File: src/rtl/pwr_perf_ctrl.sv
module pwr_perf_ctrl #(
  parameter int LATENCY = 4,
  parameter int CPUS_A  = 2,
  parameter int CPUS_B  = 3,
  parameter int OPPS_A  = 5,
  parameter int OPPS_B  = 4
) (
  input  logic              clk,
  input  logic              rst_n,
  input  logic              wr_en,
  input  logic              rd_en,
  input  logic [11:0]       addr,
  input  logic [31:0]       wdata,
  output logic [31:0]       rdata,
  input  logic [CPUS_A-1:0] wfi_a,
  input  logic [CPUS_B-1:0] wfi_b,
  output logic              irq,
  output logic [11:0]       wake_mask,
  output logic              pwrdn_a,
  output logic              pwrdn_b
);
  localparam int CW = $clog2(LATENCY + 1);
  localparam logic [9:0] W_PA = 10'h000, W_PB = 10'h002, W_CMD = 10'h004, W_STAT = 10'h006;
  localparam logic [9:0] W_WAKE = 10'h009, W_PDA = 10'h00C, W_PDB = 10'h00D, W_WFI = 10'h00F;
  localparam logic [9:0] W_MBA = 10'h01A, W_CDAT = 10'h01D, W_MBB = 10'h01E;
  localparam logic [9:0] TAB_A = 10'h304, TAB_B = 10'h30C;
  localparam logic [11:0] WAKE_OK = 12'hC00 | 12'((1 << CPUS_A) - 1) | 12'(((1 << CPUS_B) - 1) << 4);

  function automatic logic [31:0] opp_word(input logic cb, input logic [2:0] i);
    logic [19:0] f;
    logic [11:0] mv;
    f  = (cb ? 20'd30000 : 20'd50000) + 20'd2500 * {17'd0, i};
    mv = (cb ? 12'd850 : 12'd900) + 12'd25 * {9'd0, i};
    return {mv, f};
  endfunction

  logic [9:0]  wa, off;
  logic        req_a, req_b, req_c, req_any, req_ok, in_a, in_b, done;
  logic [1:0]  req_t, typ;
  logic        busy, err;
  logic [CW-1:0] cnt;
  logic [31:0] pend, cdata;
  logic [2:0]  perf_a, perf_b, idx;
  logic [11:0] status, set_bits;
  logic [7:0]  wfi_word;
  logic [31:0] mb_a [CPUS_A];
  logic [31:0] mb_b [CPUS_B];
  logic        unused_bits;

  assign wa      = addr[11:2];
  assign off     = wdata[9:0];
  assign req_a   = wr_en && wa == W_PA;
  assign req_b   = wr_en && wa == W_PB;
  assign req_c   = wr_en && wa == W_CMD && wdata[31];
  assign req_any = req_a || req_b || req_c;
  assign req_t   = req_a ? 2'd0 : req_b ? 2'd1 : 2'd2;
  assign in_a    = off >= TAB_A && off < TAB_A + 10'(OPPS_A);
  assign in_b    = off >= TAB_B && off < TAB_B + 10'(OPPS_B);
  assign idx     = in_a ? 3'(off - TAB_A) : 3'(off - TAB_B);
  assign req_ok  = req_a ? wdata < 32'(OPPS_A) :
                   req_b ? wdata < 32'(OPPS_B) :
                   (wdata[23:20] == 4'd6 && (in_a || in_b));
  assign done    = busy && cnt == '0;
  assign irq     = |status;
  assign unused_bits = ^{addr[1:0], wdata[30:24], wdata[19:10]};

  always_comb begin
    set_bits = '0;
    if (done) set_bits[{typ, 2'b00} + {3'b000, err}] = 1'b1;
    if (req_any && busy) set_bits[{req_t, 2'b01}] = 1'b1;
  end

  always_comb begin
    wfi_word = '0;
    wfi_word[CPUS_A-1:0] = wfi_a;
    wfi_word[3+CPUS_B-1:3] = wfi_b;
  end

  always_ff @(posedge clk or negedge rst_n) begin
    if (!rst_n) begin
      busy <= 1'b0; err <= 1'b0; typ <= '0; cnt <= '0; pend <= '0; cdata <= '0;
      perf_a <= '0; perf_b <= '0; status <= '0; wake_mask <= '0;
      pwrdn_a <= 1'b0; pwrdn_b <= 1'b0;
      for (int i = 0; i < CPUS_A; i++) mb_a[i] <= '0;
      for (int i = 0; i < CPUS_B; i++) mb_b[i] <= '0;
    end else begin
      status <= ((rd_en && wa == W_STAT) ? 12'd0 : status) | set_bits;
      if (done) begin
        busy <= 1'b0;
        if (typ == 2'd2 && !err) cdata <= pend;
      end else if (busy) begin
        cnt <= cnt - 1'b1;
      end
      if (req_any && !busy) begin
        busy <= 1'b1;
        typ  <= req_t;
        err  <= !req_ok;
        cnt  <= CW'(LATENCY - 1);
        pend <= opp_word(in_b && !in_a, idx);
        if (req_a && req_ok) perf_a <= wdata[2:0];
        if (req_b && req_ok) perf_b <= wdata[2:0];
      end
      if (wr_en) begin
        if (wa == W_WAKE) wake_mask <= wdata[11:0] & WAKE_OK;
        if (wa == W_PDA) pwrdn_a <= wdata[0];
        if (wa == W_PDB) pwrdn_b <= wdata[0];
        for (int i = 0; i < CPUS_A; i++) if (wa == W_MBA + 10'(i)) mb_a[i] <= wdata;
        for (int i = 0; i < CPUS_B; i++) if (wa == W_MBB + 10'(i)) mb_b[i] <= wdata;
      end
    end
  end

  always_comb begin
    rdata = '0;
    if (rd_en) begin
      case (wa)
        W_PA:    rdata = {29'd0, perf_a};
        W_PB:    rdata = {29'd0, perf_b};
        W_STAT:  rdata = {20'd0, status};
        W_WAKE:  rdata = {20'd0, wake_mask};
        W_PDA:   rdata = {31'd0, pwrdn_a};
        W_PDB:   rdata = {31'd0, pwrdn_b};
        W_WFI:   rdata = {24'd0, wfi_word};
        W_CDAT:  rdata = cdata;
        default: rdata = '0;
      endcase
      for (int i = 0; i < CPUS_A; i++) if (wa == W_MBA + 10'(i)) rdata = mb_a[i];
      for (int i = 0; i < CPUS_B; i++) if (wa == W_MBB + 10'(i)) rdata = mb_b[i];
    end
  end
endmodule

File: config.mk
export PLATFORM = sky130hd
export DESIGN_NAME = pwr_perf_ctrl
export DESIGN_NICKNAME = d
export VERILOG_FILES = /design/src/rtl/pwr_perf_ctrl.sv
export SDC_FILE = /design/constraint.sdc
export NUM_CORES = 1
export LEC_CHECK = 0
export CAP_MARGIN = 0
export CORE_UTILIZATION = 30
export CTS_BUF_LIST = sky130_fd_sc_hd__clkbuf_8
export DETAILED_ROUTE_END_ITERATION = 7
export DONT_BUFFER_PORTS = 1
export RECOVER_POWER = 25
export SYNTH_ARGS = -nofsm -noshare
export SYNTH_HDL_FRONTEND = slang
export SYNTH_SLANG_ARGS = --single-unit
File: constraint.sdc
create_clock -name clk -period 4.8 [get_ports clk]
set_input_delay 0.72 -clock clk [delete_from_list [all_inputs] [get_ports clk]]
set_output_delay 0.72 -clock clk [all_outputs]
set_load 0.01 [all_outputs]
---- Yosys cells after proc, flatten, opt, wreduce, memory -nomap -nowiden ----
Index checks and enable logic that the tools add are counted.
storage, ports and cells
  input bits .............................. 53
  logic and storage cells ................. 120
  flip-flop bits (word level) ............. 258
operators by class
  equal/unequal tests ..................... 16
  add/sub/neg operators ................... 6
  magnitude comparators ................... 10
  bitwise operators ....................... 2
  multiplexer cells ....................... 26
  reductions and logical operators ........ 41
  multipliers ............................. 2
operators by type and width
  operator                                                                              number
  32-bit one-hot mux with 8 select lines                                                1
  32-bit two-way mux                                                                    6
  32-bit by 3-bit less-than comparator with 1-bit output (second input constant)        2
  10-bit by 5-bit == test with 1-bit output (second input constant)                     5
  10-bit by 4-bit == test with 1-bit output (second input constant)                     4
  12-bit two-way mux                                                                    3
  2-bit AND reduction                                                                   12
  10-bit by 3-bit == test with 1-bit output (second input constant)                     2
  10-bit greater-or-equal comparator (second input constant)                            2
  10-bit less-than comparator (second input constant)                                   2
  16-bit by 15-bit adder with 17-bit output                                             1
  1-bit logical AND                                                                     17
  16-bit two-way mux                                                                    1
  10-bit by 3-bit multiplier with 13-bit output (first input constant)                  1
  3-bit two-way mux                                                                     4
  12-bit by 10-bit OR with 12-bit output                                                1
  12-bit OR                                                                             1
  12-bit OR reduction                                                                   1
  10-bit by 8-bit adder with 11-bit output                                              1
  10-bit by 2-bit == test with 1-bit output (second input constant)                     1
  10-bit by 6-bit == test with 1-bit output (second input constant)                     1
  10-bit logical NOT                                                                    1
  4-bit by 5-bit less-than comparator with 1-bit output (second input constant)         2
  4-bit by 1-bit greater-or-equal comparator with 1-bit output (second input constant)  2
  16 further kinds                                                                      29

---- Logic depth before layout (Yosys ltp) ----
Gate-level depths: netlist (run 1).
  depth after elaboration ................. 11
  depth in mapped cells ................... 15
  depth with buffers taken out ............ 15

---- Worst setup path before layout (run 1) ----
OpenSTA, ideal clock, no wires.
  path kind ............................... in2reg
  start point ............................. in wdata[0]
  end point ............................... reg pend[15]
  data arrival time ....................... 3.318 ns
  library setup time ...................... 0.128 ns
  setup slack ............................. 1.354 ns
  data required time ...................... 4.672 ns
  stages on the path ...................... 15
  path through ............................ clkinv_1 fa_1 inv_1 ha_1 inv_1 fa_1 inv_1 ha_1 o21ai_0 a21oi_1 o21ai_0 nand2b_1 a41oi_1 xnor2_1 o21ai_0
on the way
  longest elaborated chain between the ends .. 6
  elaborated cells on any way between the ends .. 14
  classes of those cells .................. 3 x add/sub; 1 x mul; 4 x order compare; 2 x mux; 4 x reduce/logical
ends and longest elaborated chain
  element                                                                                RTL line  RTL
  from (decl)                                                                            13        input logic [31:0] wdata,
  branches (longest 5 deep; another with 10-bit by 3-bit multiplier with 13-bit output)  --
  16-bit by 15-bit adder with 17-bit output (*)                                          32        f = (cb ? 20'd30000 : 20'd50000) + 20'd2500 * {17'd0, i};
  to (signal assigned)                                                                   99        pend <= opp_word(in_b && !in_a, idx);
  to (decl)                                                                              42        logic [31:0] pend, cdata;
Mark *: on every way between the ends.
A chain may end at the register's enable or synchronous reset.

---- Final worst setup path (run 1) ----
  start point ............................. in addr[5]
  end point ............................... out rdata[5]
on the way
  longest elaborated chain between the ends .. 8
  elaborated cells on any way between the ends .. 20
  classes of those cells .................. 12 x eq/ne; 7 x mux; 1 x reduce/logical
ends and longest elaborated chain
  element                                                            RTL line  RTL
  from (decl)                                                        12        input logic [11:0] addr,
  10-bit by 5-bit == test with 1-bit output (tied with other cells)  116       case (wa)
  32-bit one-hot mux with 8 select lines                             116
  32-bit two-way mux (2 in a row)                                    127       for (int i = 0; i < CPUS_A; i++) if (wa == W_MBA + 10'(i)) rdata = mb_a[i];
  32-bit two-way mux (2 in a row)                                    128       for (int i = 0; i < CPUS_B; i++) if (wa == W_MBB + 10'(i)) rdata = mb_b[i];
  32-bit two-way mux (*)                                             128
  32-bit two-way mux (*)                                             115       if (rd_en) begin
  to (decl)                                                          14        output logic [31:0] rdata,
Every way passes the cells marked *; elsewhere a longest branch is shown, timed or not.

==> results of run 1 <==
==> Yosys cell counts, drive strengths merged, types with 4 or more instances <==
library cell / number / area share
dfrtp: 238 / 0.51
mux2: 185 / 0.18
nand2: 91 / 0.032
o21ai: 60 / 0.026
a21oi: 44 / 0.019
a22oi: 40 / 0.026
buf: 39 / 0.022
nor2: 31 / 0.014
ha: 24 / 0.026
clkbuf: 18 / 0.0058
inv: 18 / 0.0058
a222oi: 17 / 0.015
a22o: 12 / 0.0090
xnor2: 12 / 0.0090
nor3: 11 / 0.0061
a221oi: 10 / 0.0075
a31oi: 9 / 0.0048
nand3: 9 / 0.0053
nor4: 9 / 0.0048
a21o: 8 / 0.0051
and3: 7 / 0.0037
nand2b: 7 / 0.0037
o211ai: 6 / 0.0039
o31ai: 6 / 0.0039
nand4: 5 / 0.0027
nor2b: 5 / 0.0027
o22ai: 5 / 0.0027
xor2: 5 / 0.0037
a211oi: 4 / 0.0026
and2: 4 / 0.0021
fa: 4 / 0.0068
nor3b: 4 / 0.0034
==> power by group <==
| group | switching (W) | internal (W) |
|---|---|---|
| Combinational | 0.0000979 | 0.0000747 |
| Sequential | 0.0000178 | 0.00204 |
| Clock | 0.000809 | 0.00110 |
| Total | 0.000925 | 0.00321 |
==> sequential cells by signal, indices dropped and copies added (netlist names) <==
register   cells
err            1
pwrdn_a        1
pwrdn_b        1
pend          25
mb_b          96
mb_a          64
typ            2
perf_b         3
status         6
perf_a         3
wake_mask      7
busy           1
cnt            3
cdata         25
==> worst paths after layout <==
check                      cells past startpoint       from        end
setup / recovery                               7    addr[5]   rdata[5]
hold / removal                                 0      rst_n   mb_b[10]
setup reg to reg                               7     cnt[0]  cdata[21]
hold reg to reg                                2    pend[8]    pend[8]
max in group asynchronous                      0      rst_n   mb_b[58]
min in group clk                               1  wdata[18]   mb_a[18]
==> metal layers <==
metal,wire (um),share of wire,vias to the layer above,global-route usage
met4,976,0.030,0,0.0664
li1,-,-,3632,-
met2,15900,0.49,258,0.285
met5,0,0,-,0
met1,13500,0.41,4092,0.204
met3,2240,0.068,65,0.0376
==> kinds of logic (layout without fill, tap and decap cells) <==
logic type                 after synthesis  count (layout)  share of synthesized area
buffers and inverters                   77             104                     0.0342
DFF                                    238             238                      0.509
other                                    1               5                   0.000321
xor gates and xnor gates                17              17                     0.0127
and+or+nand+nor                        192             192                     0.0887
adders and majority gates               28              28                     0.0325
AOI/OAI and AO/OA                      238             238                      0.137
muxes                                  186             186                      0.185
==> worst max-delay path: stages <==
cell,delay [ps]
sky130_fd_sc_hd__or3_4,410
sky130_fd_sc_hd__nor3_4,300
sky130_fd_sc_hd__and4b_2,650
sky130_fd_sc_hd__a31o_2,190
sky130_fd_sc_hd__a21oi_1,40
sky130_fd_sc_hd__a311oi_1,370
sky130_fd_sc_hd__buf_4,190
==> area by class of cell <==
class | instances | area (um^2)
Multi-Input combinational cell | 666 | 5360
Clock buffer | 57 | 785
Inverter | 20 | 75.1
Fill cell | 3805 | 25000
Clock inverter | 9 | 65.1
Sequential cell | 238 | 5960
Timing Repair Buffer | 18 | 135
Tap cell | 511 | 639
==> per-stage QoR <==
step                total power, W  hold WS (ps)  setup WS [ps]
global route               0.00428          -155           1090
floorplan                  0.00223           424           1350
CTS                        0.00418          -153           1210
detailed placement         0.00226           431           1030
global placement           0.00226           430           1040
finish                     0.00413          -123           1200
==> timing repair <==
item,CTS,global route
setup endpoints to repair,0,0
buffers inserted,0,0
endpoints found under the hold margin,238,238
==> tab_implementation.tex, run 1 <==
\begin{tabular}{lr}
\hline
Metric & Value \\
\hline
\multicolumn{2}{l}{\textbf{Route}} \\
Detailed-route wire length per cell & 21.5 um \\
DRT Pass-1 Iters & 7 \\
Routed vias & 8047 \\
Antenna violation net count after detailed routing & 0 \\
DRC & 0 \\
Number of DRC markers after the initial detailed-route iteration & 510 \\
Vias per std cell & approximately 5.3 \\
WL final & roughly 33 mm \\
\multicolumn{2}{l}{\textbf{CTS}} \\
Root Driver & sky130\_fd\_sc\_hd\_\_clkbuf\_8 \\
Clock input transition at the sequential cells of the worst setup and hold paths & 60 ps \\
Worst-skew pair later-pin latency & roughly 540 ps \\
CTS tree & done \\
Clk buf depth & 3 \\
Total number of clock tree sinks & between 200 and 250 \\
Total CTS buffers & 39 \\
Number of cells upsized or downsized after cts & 0 \\
\# H-tree levels & 2 \\
\multicolumn{2}{l}{\textbf{Die}} \\
Area of the die & between 30000 and 40000 um\^{}2 \\
Chip width & around 200 um \\
Die Span Y & about 200 um \\
Boundary pin count & 100 \\
Initial core utilization & 0.308 \\
Floorplan core area & 38000 um\^{}2 \\
Number of rows created at floorplan & 71 \\
\multicolumn{2}{l}{\textbf{Yosys}} \\
Most common flop cell mapped by yosys & sky130\_fd\_sc\_hd\_\_dfrtp\_1 \\
Number of register bits inferred by synthesis & between 200 and 250 \\
Number of warnings reported in the yosys synthesis log & 0 \\
Post-synthesis instance area & 11700 um\^{}2 \\
Cell count after synthesis & 977 \\
Ys async rst share & 1.00 \\
Fraction of the yosys area taken by sequential cells & 0.509 \\
Post-synth EDFFs & 0 \\
Synthesized area per cell & around 12 um\^{}2 \\
Distinct cell type count after synthesis & 73 \\
\multicolumn{2}{l}{\textbf{Layout}} \\
Most common library cell in the layout ignoring fill and taps & sky130\_fd\_sc\_hd\_\_dfrtp\_1 \\
Final layout net count & around 1100 \\
Layout overhead on the synthesized area & 11.3\% \\
Design area & $\sim$13000 um\^{}2 \\
Count of inserted antenna diode cells & 0 \\
Non-filler cells, final & between 1500 and 2000 \\
Core Util, Final & 0.342 \\
Commonest cells after routing, fill and taps aside & 238 x sky130\_fd\_sc\_hd\_\_dfrtp\_1, 112 x sky130\_fd\_sc\_hd\_\_mux2\_2, 84 x sky130\_fd\_sc\_hd\_\_nand2\_1 \\
Proportion of layout cells with a drive suffix above 1 & 0.232 \\
\multicolumn{2}{l}{\textbf{Placement}} \\
Port Buffer Count & 0 \\
Placed cell areas & roughly 12000 um\^{}2 \\
Weighted congestion at the end of routability-driven global placement & 0.856 \\
Number of cells in the design after placement & 1453 \\
Detailed-placement wirelength estimate & about 22 mm \\
\multicolumn{2}{l}{\textbf{Power and ir drop}} \\
Leakage & between 6 and 7 nW \\
Total power divided by cell area & between 300 and 400 nW/um\^{}2 \\
Highest ir drop seen on vdd & roughly 0.15 mV \\
\multicolumn{2}{l}{\textbf{Critical path}} \\
CP Capture Type & output pin \\
Worst reg-to-reg setup slack & around 2700 ps \\
Required @ worst endpoint & $\sim$4100 ps \\
Critical path data arrival time & between 2000 and 3000 ps \\
Maximum fanout along the worst path & 16 \\
Type of the worst setup path & primary input to output pin \\
Startpoint types & primary input \\
\multicolumn{2}{l}{\textbf{STA}} \\
Setup repair after global routing missed its margin & false \\
Maximum clock rate & roughly 0.28 GHz \\
Final Critical Period & 3600 ps \\
Transition at the pin with the smallest max-transition slack & a little under 1000 ps \\
Total count of hold-check failures in the final report & 238 \\
Period utilization & 0.750 \\
Number of slew-limit violations in the final report & 0 \\
Max-Slew Margin vs Limit & 0.347 \\
Sum of negative setup slack & 0 ps \\
Final setup violation count & 0 \\
Final setup skew & between 10 and 15 ps \\
Minimum hold slack & -123 ps \\
\multicolumn{2}{l}{\textbf{Outcome}} \\
Status & complete, but fails checks \\
Violated checks & hold timing \\
\multicolumn{2}{l}{\textbf{Global routing}} \\
Antenna violations before repair & 0 \\
Gr ovfl total & 0 \\
Vias in the first global route & approximately 8400 \\
Global-route usage over all layers & 0.167 \\
Largest net degree at the start of global routing & 239 \\
First-pass GRT wire length & 50.4 mm \\
\multicolumn{2}{l}{\textbf{Job}} \\
Number of maximum-capacitance constraint violations & 0 \\
\multicolumn{2}{l}{\textbf{Worst hold path}} \\
Class of the tightest hold or removal check & primary input to async pin \\
\hline
\end{tabular}
No activity file was read; power rests on OpenSTA's default activity.
==> inputs of run 2 (changes only) <==
Clock period 4.8 ns to 2.98 ns, I/O delays scaled along.
==> run 2 against run 1 <==
Against the previous run: largest cell class unchanged; sequential share of layout area fell by 2.7 points; first-iteration DRC count grew 7.6%; highest routed layer unchanged; sequential cell count did not move; the flow still finishes with violations (hold timing); largest power group unchanged; non-clock buffer count rose by 85; cell area grew 6.2%; setup slack lost 1100 ps; power up 68%.
==> tab_implementation.tex, run 2 (synthesis results as in run 1) <==
\begin{tabular}{lr}
\hline
Metric & Value \\
\hline
\multicolumn{2}{l}{\textbf{Placement}} \\
Number of cells in the design after placement & 1522 (was 1453) \\
Weighted congestion at the end of routability-driven global placement & 0.892 (was 0.856) \\
Port Buffer Count & 0 (unchanged) \\
Pre-CTS worst setup slack & -114 ps (was 1030 ps) \\
Placed cell areas & 12700 um\^{}2 (was 12200 um\^{}2) \\
Detailed-placement wirelength estimate & 22.8 mm (was 21.5 mm) \\
\multicolumn{2}{l}{\textbf{Layout}} \\
Proportion of layout cells with a drive suffix above 1 & 0.282 (was 0.232) \\
Design area & 13800 um\^{}2 (was 13000 um\^{}2) \\
Most common library cell in the layout ignoring fill and taps & sky130\_fd\_sc\_hd\_\_dfrtp\_1 (unchanged) \\
Final layout net count & 1151 (was 1064) \\
Flip-flop count of the largest register after layout & 96 (unchanged) \\
Most flops, register & mb\_b (unchanged) \\
Layout overhead on the synthesized area & 18.2\% (was 11.3\%) \\
Commonest cells after routing, fill and taps aside & 238 x sky130\_fd\_sc\_hd\_\_dfrtp\_1, 112 x sky130\_fd\_sc\_hd\_\_mux2\_2, 84 x sky130\_fd\_sc\_hd\_\_nand2\_1, 84 x sky130\_fd\_sc\_hd\_\_buf\_4, 60 x sky130\_fd\_sc\_hd\_\_o21ai\_0 (was 238 x sky130\_fd\_sc\_hd\_\_dfrtp\_1, 112 x sky130\_fd\_sc\_hd\_\_mux2\_2, 84 x sky130\_fd\_sc\_hd\_\_nand2\_1) \\
Non-filler cells, final & 1610 (was 1519) \\
Count of inserted antenna diode cells & 0 (unchanged) \\
Area taken by flip-flops and latches & 5960 um\^{}2 (unchanged) \\
Total area of multi-input combinational cells & 5380 um\^{}2 (was 5360 um\^{}2) \\
Core Util, Final & 0.364 (was 0.342) \\
Largest registers & mb\_b x96, mb\_a x64 (unchanged) \\
FILL cells & 3786 (was 3805) \\
\multicolumn{2}{l}{\textbf{Global routing}} \\
Vias in the first global route & 8798 (was 8368) \\
Largest net degree at the start of global routing & 239 (unchanged) \\
Gr ovfl total & 0 (unchanged) \\
First-pass GRT wire length & 52.8 mm (was 50.4 mm) \\
Antenna violations before repair & 0 (unchanged) \\
Global-route usage over all layers & 0.174 (was 0.167) \\
\multicolumn{2}{l}{\textbf{Critical path}} \\
Cell depth of the worst flop-to-flop path & 7 (unchanged) \\
Startpoint types & primary input (unchanged) \\
CP Capture Type & output pin (unchanged) \\
Required @ worst endpoint & 2530 ps (was 4080 ps) \\
Critical path, cell by cell & nor4b\_4, and2\_1, buf\_4, nand2\_1, and3\_1, o22ai\_1, buf\_4 (was or3\_4, nor3\_4, and4b\_2, a31o\_2, a21oi\_1, a311oi\_1, buf\_4) \\
Worst-path cell with the longest stage delay & sky130\_fd\_sc\_hd\_\_nor4b\_4 (was sky130\_fd\_sc\_hd\_\_and4b\_2) \\
Type of the worst setup path & primary input to output pin (unchanged) \\
Maximum fanout along the worst path & 10 (was 16) \\
Slowest Stage Delay on Critical Path & 470 ps (was 650 ps) \\
Critical path data arrival time & 2400 ps (was 2880 ps) \\
CP most frequent cell & sky130\_fd\_sc\_hd\_\_buf\_4 \\
\multicolumn{2}{l}{\textbf{CTS}} \\
\# H-tree levels & 2 (unchanged) \\
Hold-fix buffer count after cts & 16 \\
Total number of clock tree sinks & 238 (unchanged) \\
Root Driver & sky130\_fd\_sc\_hd\_\_clkbuf\_8 (unchanged) \\
Total CTS buffers & 41 (was 39) \\
Worst-skew pair later-pin latency & 560 ps (was 540 ps) \\
Clock input transition at the sequential cells of the worst setup and hold paths & 60 ps (about the same) \\
CTS tree & done (unchanged) \\
Clk buf depth & 3 (unchanged) \\
Setup Fix Bufs, Post-CTS & 0 (unchanged) \\
\multicolumn{2}{l}{\textbf{Route}} \\
Number of DRC markers after the initial detailed-route iteration & 549 (was 510) \\
Vias per std cell & 5.30 (about the same) \\
DRT Pass-1 Iters & 6 (was 7) \\
WL final & 33.9 mm (was 32.6 mm) \\
DRC & 0 (unchanged) \\
Detailed-route wire length per cell & 21.1 um (was 21.5 um) \\
Antenna violation net count after detailed routing & 0 (unchanged) \\
Routed vias & 8536 (was 8047) \\
\multicolumn{2}{l}{\textbf{STA}} \\
Number of slew-limit violations in the final report & 0 (unchanged) \\
Worst setup slack after layout & 134 ps (was 1200 ps) \\
Minimum hold slack & -426 ps (was -123 ps) \\
Setup repair after global routing missed its margin & false (unchanged) \\
Total count of hold-check failures in the final report & 238 (unchanged) \\
Final setup violation count & 0 (unchanged) \\
Transition at the pin with the smallest max-transition slack & 729 ps (was 975 ps) \\
Period utilization & 0.955 \\
Maximum clock rate & $\sim$0.35 GHz \\
Max-Slew Margin vs Limit & 0.514 (was 0.347) \\
Final setup skew & 9.32 ps (was 10.1 ps) \\
Final Critical Period & between 2000 and 3000 ps \\
\multicolumn{2}{l}{\textbf{Die}} \\
Initial core utilization & 0.308 (unchanged) \\
Chip width & 199 um (unchanged) \\
Area of the die & 39800 um\^{}2 (unchanged) \\
Boundary pin count & 100 (unchanged) \\
Die Span Y & 199 um (unchanged) \\
Floorplan core area & 38000 um\^{}2 (unchanged) \\
Number of rows created at floorplan & 71 (unchanged) \\
\multicolumn{2}{l}{\textbf{Power and ir drop}} \\
Highest ir drop seen on vdd & 0.246 mV (was 0.149 mV) \\
Logic gate share of total power & 0.049 (was 0.042) \\
Internal cell power & 0.00537 W (was 0.00321 W) \\
Leakage & 6.62 nW (was 6.16 nW) \\
Total power draw & 0.00693 W (was 0.00413 W) \\
Sequential share of power & 0.478 (was 0.497) \\
Total power divided by cell area & 501 nW/um\^{}2 (was 317 nW/um\^{}2) \\
Clock network power share & 0.473 (was 0.461) \\
Net load switching power & 0.00156 W (was 0.000925 W) \\
Net switching fraction of the power & 0.224 (about the same) \\
\multicolumn{2}{l}{\textbf{Outcome}} \\
Violated checks & hold timing (unchanged) \\
Status & complete, but fails checks (unchanged) \\
\multicolumn{2}{l}{\textbf{Worst hold path}} \\
Class of the tightest hold or removal check & primary input to async pin (unchanged) \\
\multicolumn{2}{l}{\textbf{Job}} \\
Number of maximum-capacitance constraint violations & 0 (unchanged) \\
\hline
\end{tabular}
-- run 2: through the flow --
step | hold slack [ps] | setup TNS, ps
floorplan | 151 | -13.3
global placement | 157 | -209
detailed placement | 158 | -471
CTS | -446 | 0
global route | -448 | 0
finish | -426 | 0
-- run 2: critical path: cells and delay by family --
kind,cells,cell delay (ps)
AND/OR/NAND/NOR,4,1350
buffers and inverters,2,420
AO/OA/AOI/OAI,1,180
-- run 2: worst paths after layout --
check                      startpoint         to  slack (ps)
hold / removal                  rst_n   mb_b[10]        -430
max in group asynchronous       rst_n   mb_a[28]        2960
setup reg to reg               cnt[0]  cdata[20]         820
hold reg to reg               pend[8]    pend[8]         470
setup / recovery              addr[7]   rdata[3]         130
min in group clk             wdata[7]   mb_b[39]          20
-- run 2: layout make-up --
type,instances,share of cell area
sequential,238,0.431
multi-input combinational,666,0.389
timing repair buffer,103,0.0616
clock buffer,56,0.0558
tap,511,0.0463
clock inverter,16,0.0108
inverter,20,0.00579
-- run 2: routing by layer --
| metal | up-vias | track usage | wire length, um |
|---|---|---|---|
| li1 | 3798 | - | - |
| met5 | - | 0 | 0 |
| met4 | 0 | 0.0650 | 1030 |
| met2 | 258 | 0.301 | 16800 |
| met3 | 70 | 0.0329 | 1830 |
| met1 | 4410 | 0.214 | 14300 |
-- run 2: what timing repair did --
item / 4_1_cts / 5_1_grt
endpoints found under the hold margin: 264 / 238
setup endpoints to repair: 0 / 3
gates resized for setup: 0 / 1
-- run 2: power groups by stage --
stage	Combinational, W	Sequential, W	Clock (W)
after floorplan	0.000229	0.00336	0
after global placement	0.000308	0.00337	0
after detailed placement	0.000311	0.00337	0
after CTS	0.000335	0.00331	0.00334
after global routing	0.000369	0.00332	0.00349
final	0.000337	0.00331	0.00328
==> inputs of run 3 (changes only) <==
Settings changed: ABC_AREA from default to 1.
==> run 3 against run 2 <==
Against the previous run: the flow still finishes with violations (hold timing); register-to-register slack better by 240 ps; critical path type unchanged; worst hold slack better by 38 ps; sequential power is essentially flat; cell area is 2.3% lower; fmax is 5.2% higher; wire length rose by 2.0%; power down 6.3%; critical endpoint is now rdata[12]; critical path depth up 2; via count grew 16%; die area is 1.4% higher.
==> tab_implementation.tex, run 3 <==
\begin{tabular}{lr}
\hline
Metric & Value \\
\hline
\multicolumn{2}{l}{\textbf{CTS}} \\
Setup Fix Bufs, Post-CTS & 0 (unchanged) \\
Clk buf depth & 3 (unchanged) \\
Worst-skew pair later-pin latency & 550 ps (was 560 ps) \\
Clock input transition at the sequential cells of the worst setup and hold paths & 60 ps (about the same) \\
CTS tree & done (unchanged) \\
Total number of clock tree sinks & 238 (unchanged) \\
Root Driver & sky130\_fd\_sc\_hd\_\_clkbuf\_8 (unchanged) \\
\# H-tree levels & 2 (unchanged) \\
Number of cells upsized or downsized after cts & 0 (unchanged) \\
Total CTS buffers & 39 (was 41) \\
\multicolumn{2}{l}{\textbf{Route}} \\
Routed vias & 9918 (was 8536) \\
DRT Pass-1 Iters & 5 (was 6) \\
Vias per std cell & 4.85 (was 5.30) \\
Detailed-route wire length per cell & 16.9 um (was 21.1 um) \\
Number of DRC markers after the initial detailed-route iteration & 778 (was 549) \\
DRC & 0 (unchanged) \\
WL final & 34.6 mm (was 33.9 mm) \\
Antenna violation net count after detailed routing & 0 (unchanged) \\
\multicolumn{2}{l}{\textbf{Power and ir drop}} \\
Net load switching power & 0.00158 W (was 0.00156 W) \\
Net switching fraction of the power & 0.244 (was 0.224) \\
Clock network power share & 0.431 (was 0.473) \\
Sequential share of power & 0.510 (was 0.478) \\
Leakage & 6.70 nW (was 6.62 nW) \\
Internal cell power & 0.00491 W (was 0.00537 W) \\
Total power draw & 0.00650 W (was 0.00693 W) \\
Logic gate share of total power & 0.059 (was 0.049) \\
Highest ir drop seen on vdd & 0.232 mV (was 0.246 mV) \\
Total power divided by cell area & 481 nW/um\^{}2 (was 501 nW/um\^{}2) \\
\multicolumn{2}{l}{\textbf{Die}} \\
Number of rows created at floorplan & 72 (was 71) \\
Initial core utilization & 0.305 (was 0.308) \\
Floorplan core area & 38800 um\^{}2 (was 38000 um\^{}2) \\
Boundary pin count & 100 (unchanged) \\
Die Span Y & 201 um (was 199 um) \\
Chip width & 201 um (was 199 um) \\
Area of the die & 40300 um\^{}2 (was 39800 um\^{}2) \\
\multicolumn{2}{l}{\textbf{Yosys}} \\
Most common flop cell mapped by yosys & sky130\_fd\_sc\_hd\_\_dfrtp\_1 (unchanged) \\
Cell types with the largest area share after synthesis & sky130\_fd\_sc\_hd\_\_dfrtp\_1 50\%, sky130\_fd\_sc\_hd\_\_nand2\_1 14\%, sky130\_fd\_sc\_hd\_\_o21ai\_0 8.4\% (was sky130\_fd\_sc\_hd\_\_dfrtp\_1 51\%, sky130\_fd\_sc\_hd\_\_mux2\_2 11\%, sky130\_fd\_sc\_hd\_\_mux2\_1 5.1\%) \\
Cell count after synthesis & 1472 (was 977) \\
Post-synth EDFFs & 0 (unchanged) \\
Ys async rst share & 1.00 (unchanged) \\
Distinct cell type count after synthesis & 46 (was 73) \\
Library cell with the largest summed area after synthesis & sky130\_fd\_sc\_hd\_\_dfrtp\_1 (unchanged) \\
Number of register bits inferred by synthesis & 238 (unchanged) \\
Library cell with the highest instance count after synthesis & sky130\_fd\_sc\_hd\_\_nand2\_1 (was sky130\_fd\_sc\_hd\_\_dfrtp\_1) \\
Synthesized area per cell & 8.05 um\^{}2 (was 12.0 um\^{}2) \\
Post-synthesis instance area & 11900 um\^{}2 (was 11700 um\^{}2) \\
Number of warnings reported in the yosys synthesis log & 0 (unchanged) \\
Top cells by count, synth & 447 x sky130\_fd\_sc\_hd\_\_nand2\_1, 238 x sky130\_fd\_sc\_hd\_\_dfrtp\_1, 198 x sky130\_fd\_sc\_hd\_\_o21ai\_0 (was 238 x sky130\_fd\_sc\_hd\_\_dfrtp\_1, 112 x sky130\_fd\_sc\_hd\_\_mux2\_2, 84 x sky130\_fd\_sc\_hd\_\_nand2\_1) \\
Share of the synthesized area in the top cell type & 0.502 (was 0.509) \\
Fraction of the yosys area taken by sequential cells & 0.502 (was 0.509) \\
\multicolumn{2}{l}{\textbf{Global routing}} \\
Antenna violations before repair & 0 (unchanged) \\
Gr ovfl total & 0 (unchanged) \\
Vias in the first global route & 9634 (was 8798) \\
First-pass GRT wire length & 55.0 mm (was 52.8 mm) \\
Global-route usage over all layers & 0.174 (about the same) \\
Largest net degree at the start of global routing & 239 (unchanged) \\
\multicolumn{2}{l}{\textbf{Worst hold path}} \\
Class of the tightest hold or removal check & primary input to async pin (unchanged) \\
\multicolumn{2}{l}{\textbf{STA}} \\
Final Critical Period & 2710 ps (was 2850 ps) \\
Number of slew-limit violations in the final report & 0 (unchanged) \\
Maximum clock rate & 0.370 GHz (was 0.351 GHz) \\
Worst setup slack after layout & 274 ps (was 134 ps) \\
Setup repair after global routing missed its margin & false (unchanged) \\
Period utilization & 0.908 (was 0.955) \\
Max-Slew Margin vs Limit & 0.486 (was 0.514) \\
Minimum hold slack & -388 ps (was -426 ps) \\
Final setup skew & 11.7 ps (was 9.32 ps) \\
Sum of negative setup slack & 0 ps (unchanged) \\
Final setup violation count & 0 (unchanged) \\
Total count of hold-check failures in the final report & 238 (unchanged) \\
Transition at the pin with the smallest max-transition slack & 770 ps (was 729 ps) \\
\multicolumn{2}{l}{\textbf{Layout}} \\
Final layout net count & 1584 (was 1151) \\
Proportion of layout cells with a drive suffix above 1 & 0.109 (was 0.282) \\
Layout overhead on the synthesized area & 14.0\% (was 18.2\%) \\
FILL cells & 4015 (was 3786) \\
Count of inserted antenna diode cells & 0 (unchanged) \\
Commonest cells after routing, fill and taps aside & 445 x sky130\_fd\_sc\_hd\_\_nand2\_1, 238 x sky130\_fd\_sc\_hd\_\_dfrtp\_1, 197 x sky130\_fd\_sc\_hd\_\_o21ai\_0 (was 238 x sky130\_fd\_sc\_hd\_\_dfrtp\_1, 112 x sky130\_fd\_sc\_hd\_\_mux2\_2, 84 x sky130\_fd\_sc\_hd\_\_nand2\_1, 84 x sky130\_fd\_sc\_hd\_\_buf\_4, 60 x sky130\_fd\_sc\_hd\_\_o21ai\_0) \\
Largest registers & mb\_b x96, mb\_a x64 (unchanged) \\
Design area & 13500 um\^{}2 (was 13800 um\^{}2) \\
Most flops, register & mb\_b (unchanged) \\
Flip-flop count of the largest register after layout & 96 (unchanged) \\
Most common library cell in the layout ignoring fill and taps & sky130\_fd\_sc\_hd\_\_nand2\_1 (was sky130\_fd\_sc\_hd\_\_dfrtp\_1) \\
\multicolumn{2}{l}{\textbf{Critical path}} \\
Maximum fanout along the worst path & 15 (was 10) \\
Type of the worst setup path & primary input to output pin (unchanged) \\
Startpoint types & primary input (unchanged) \\
Required @ worst endpoint & 2530 ps (about the same) \\
Worst reg-to-reg setup slack & 1060 ps (was 820 ps) \\
Cell depth of the worst flop-to-flop path & 8 (was 7) \\
Reg-to-Reg Start & cnt[0] (unchanged) \\
CP Capture Type & output pin (unchanged) \\
Reg2Reg Capture Point & cdata[15] (was cdata[20]) \\
Critical path data arrival time & 2260 ps (was 2400 ps) \\
\multicolumn{2}{l}{\textbf{Job}} \\
Number of maximum-capacitance constraint violations & 0 (unchanged) \\
\multicolumn{2}{l}{\textbf{Placement}} \\
Port Buffer Count & 0 (unchanged) \\
Weighted congestion at the end of routability-driven global placement & 0.854 (was 0.892) \\
Detailed-placement wirelength estimate & 23.0 mm (was 22.8 mm) \\
Pre-CTS worst setup slack & -93.4 ps (was -114 ps) \\
Placed cell areas & 12800 um\^{}2 (was 12700 um\^{}2) \\
\multicolumn{2}{l}{\textbf{Outcome}} \\
Violated checks & hold timing (unchanged) \\
Status & complete, but fails checks (unchanged) \\
\hline
\end{tabular}
## run 3: cell type report
cell class | count | area (um^2) | area share
Multi-Input combinational cell | 1023 | 5090 | 0.377
Clock inverter | 19 | 114 | 0.00843
Sequential cell | 238 | 5960 | 0.441
Inverter | 143 | 557 | 0.0412
Tap cell | 518 | 648 | 0.0480
Timing Repair Buffer | 58 | 510 | 0.0378
Clock buffer | 46 | 633 | 0.0469
## run 3: kinds of logic after synthesis
| logic type | synth area share |
|---|---|
| simple gates | 0.234 |
| compound gates | 0.132 |
| flops | 0.502 |
| buf+inv | 0.0740 |
| fa+ha+maj | 0.0321 |
| mux | 0.0169 |
| xor+xnor | 0.00813 |
| other cells | 0.000316 |
## run 3: critical path, stage by stage
cell	delay, ps
sky130_fd_sc_hd__nor2_2	140
sky130_fd_sc_hd__nand3_2	300
sky130_fd_sc_hd__nor3_4	500
sky130_fd_sc_hd__buf_12	230
sky130_fd_sc_hd__nand2_1	60
sky130_fd_sc_hd__nand3_1	70
sky130_fd_sc_hd__a211oi_1	50
sky130_fd_sc_hd__nor2_1	250
sky130_fd_sc_hd__buf_4	180
## run 3: metrics by stage
stage / hold slack, ps / util / instances
2_1_floorplan: 151 / - / 1476
3_3_place_gp: 169 / 0.329 / 1980
3_5_place_dp: 168 / 0.329 / 1980
4_1_cts: -423 / 0.348 / 2045
5_1_grt: -426 / 0.348 / 2045
6_report: -388 / 0.348 / 2045
## run 3: how the worst max path moves through the flow
stage,start,to,slack [ps],cells after the start
after floorplan,wdata[0],pend[14],-10,20
after global placement,wdata[1],pend[14],-50,19
after detailed placement,wdata[1],pend[14],-90,19
after CTS,addr[9],rdata[12],240,9
after global routing,addr[9],rdata[18],130,10
final,addr[9],rdata[12],270,9
## run 3: power by group through the flow
stage | Clock [W] | Combinational [W] | Sequential (W)
final | 0.00280 | 0.000382 | 0.00331
after global routing | 0.00302 | 0.000431 | 0.00332
after CTS | 0.00288 | 0.000384 | 0.00331
after detailed placement | 0 | 0.000382 | 0.00337
after global placement | 0 | 0.000374 | 0.00337
after floorplan | 0 | 0.000284 | 0.00336
## run 3: layer usage
layer,share of wire,GRT usage,vias to the layer above
met1,0.44,0.226,4742
met5,0,0,-
met4,0.033,0.0695,0
met2,0.47,0.285,269
li1,-,-,4841
met3,0.057,0.0330,66
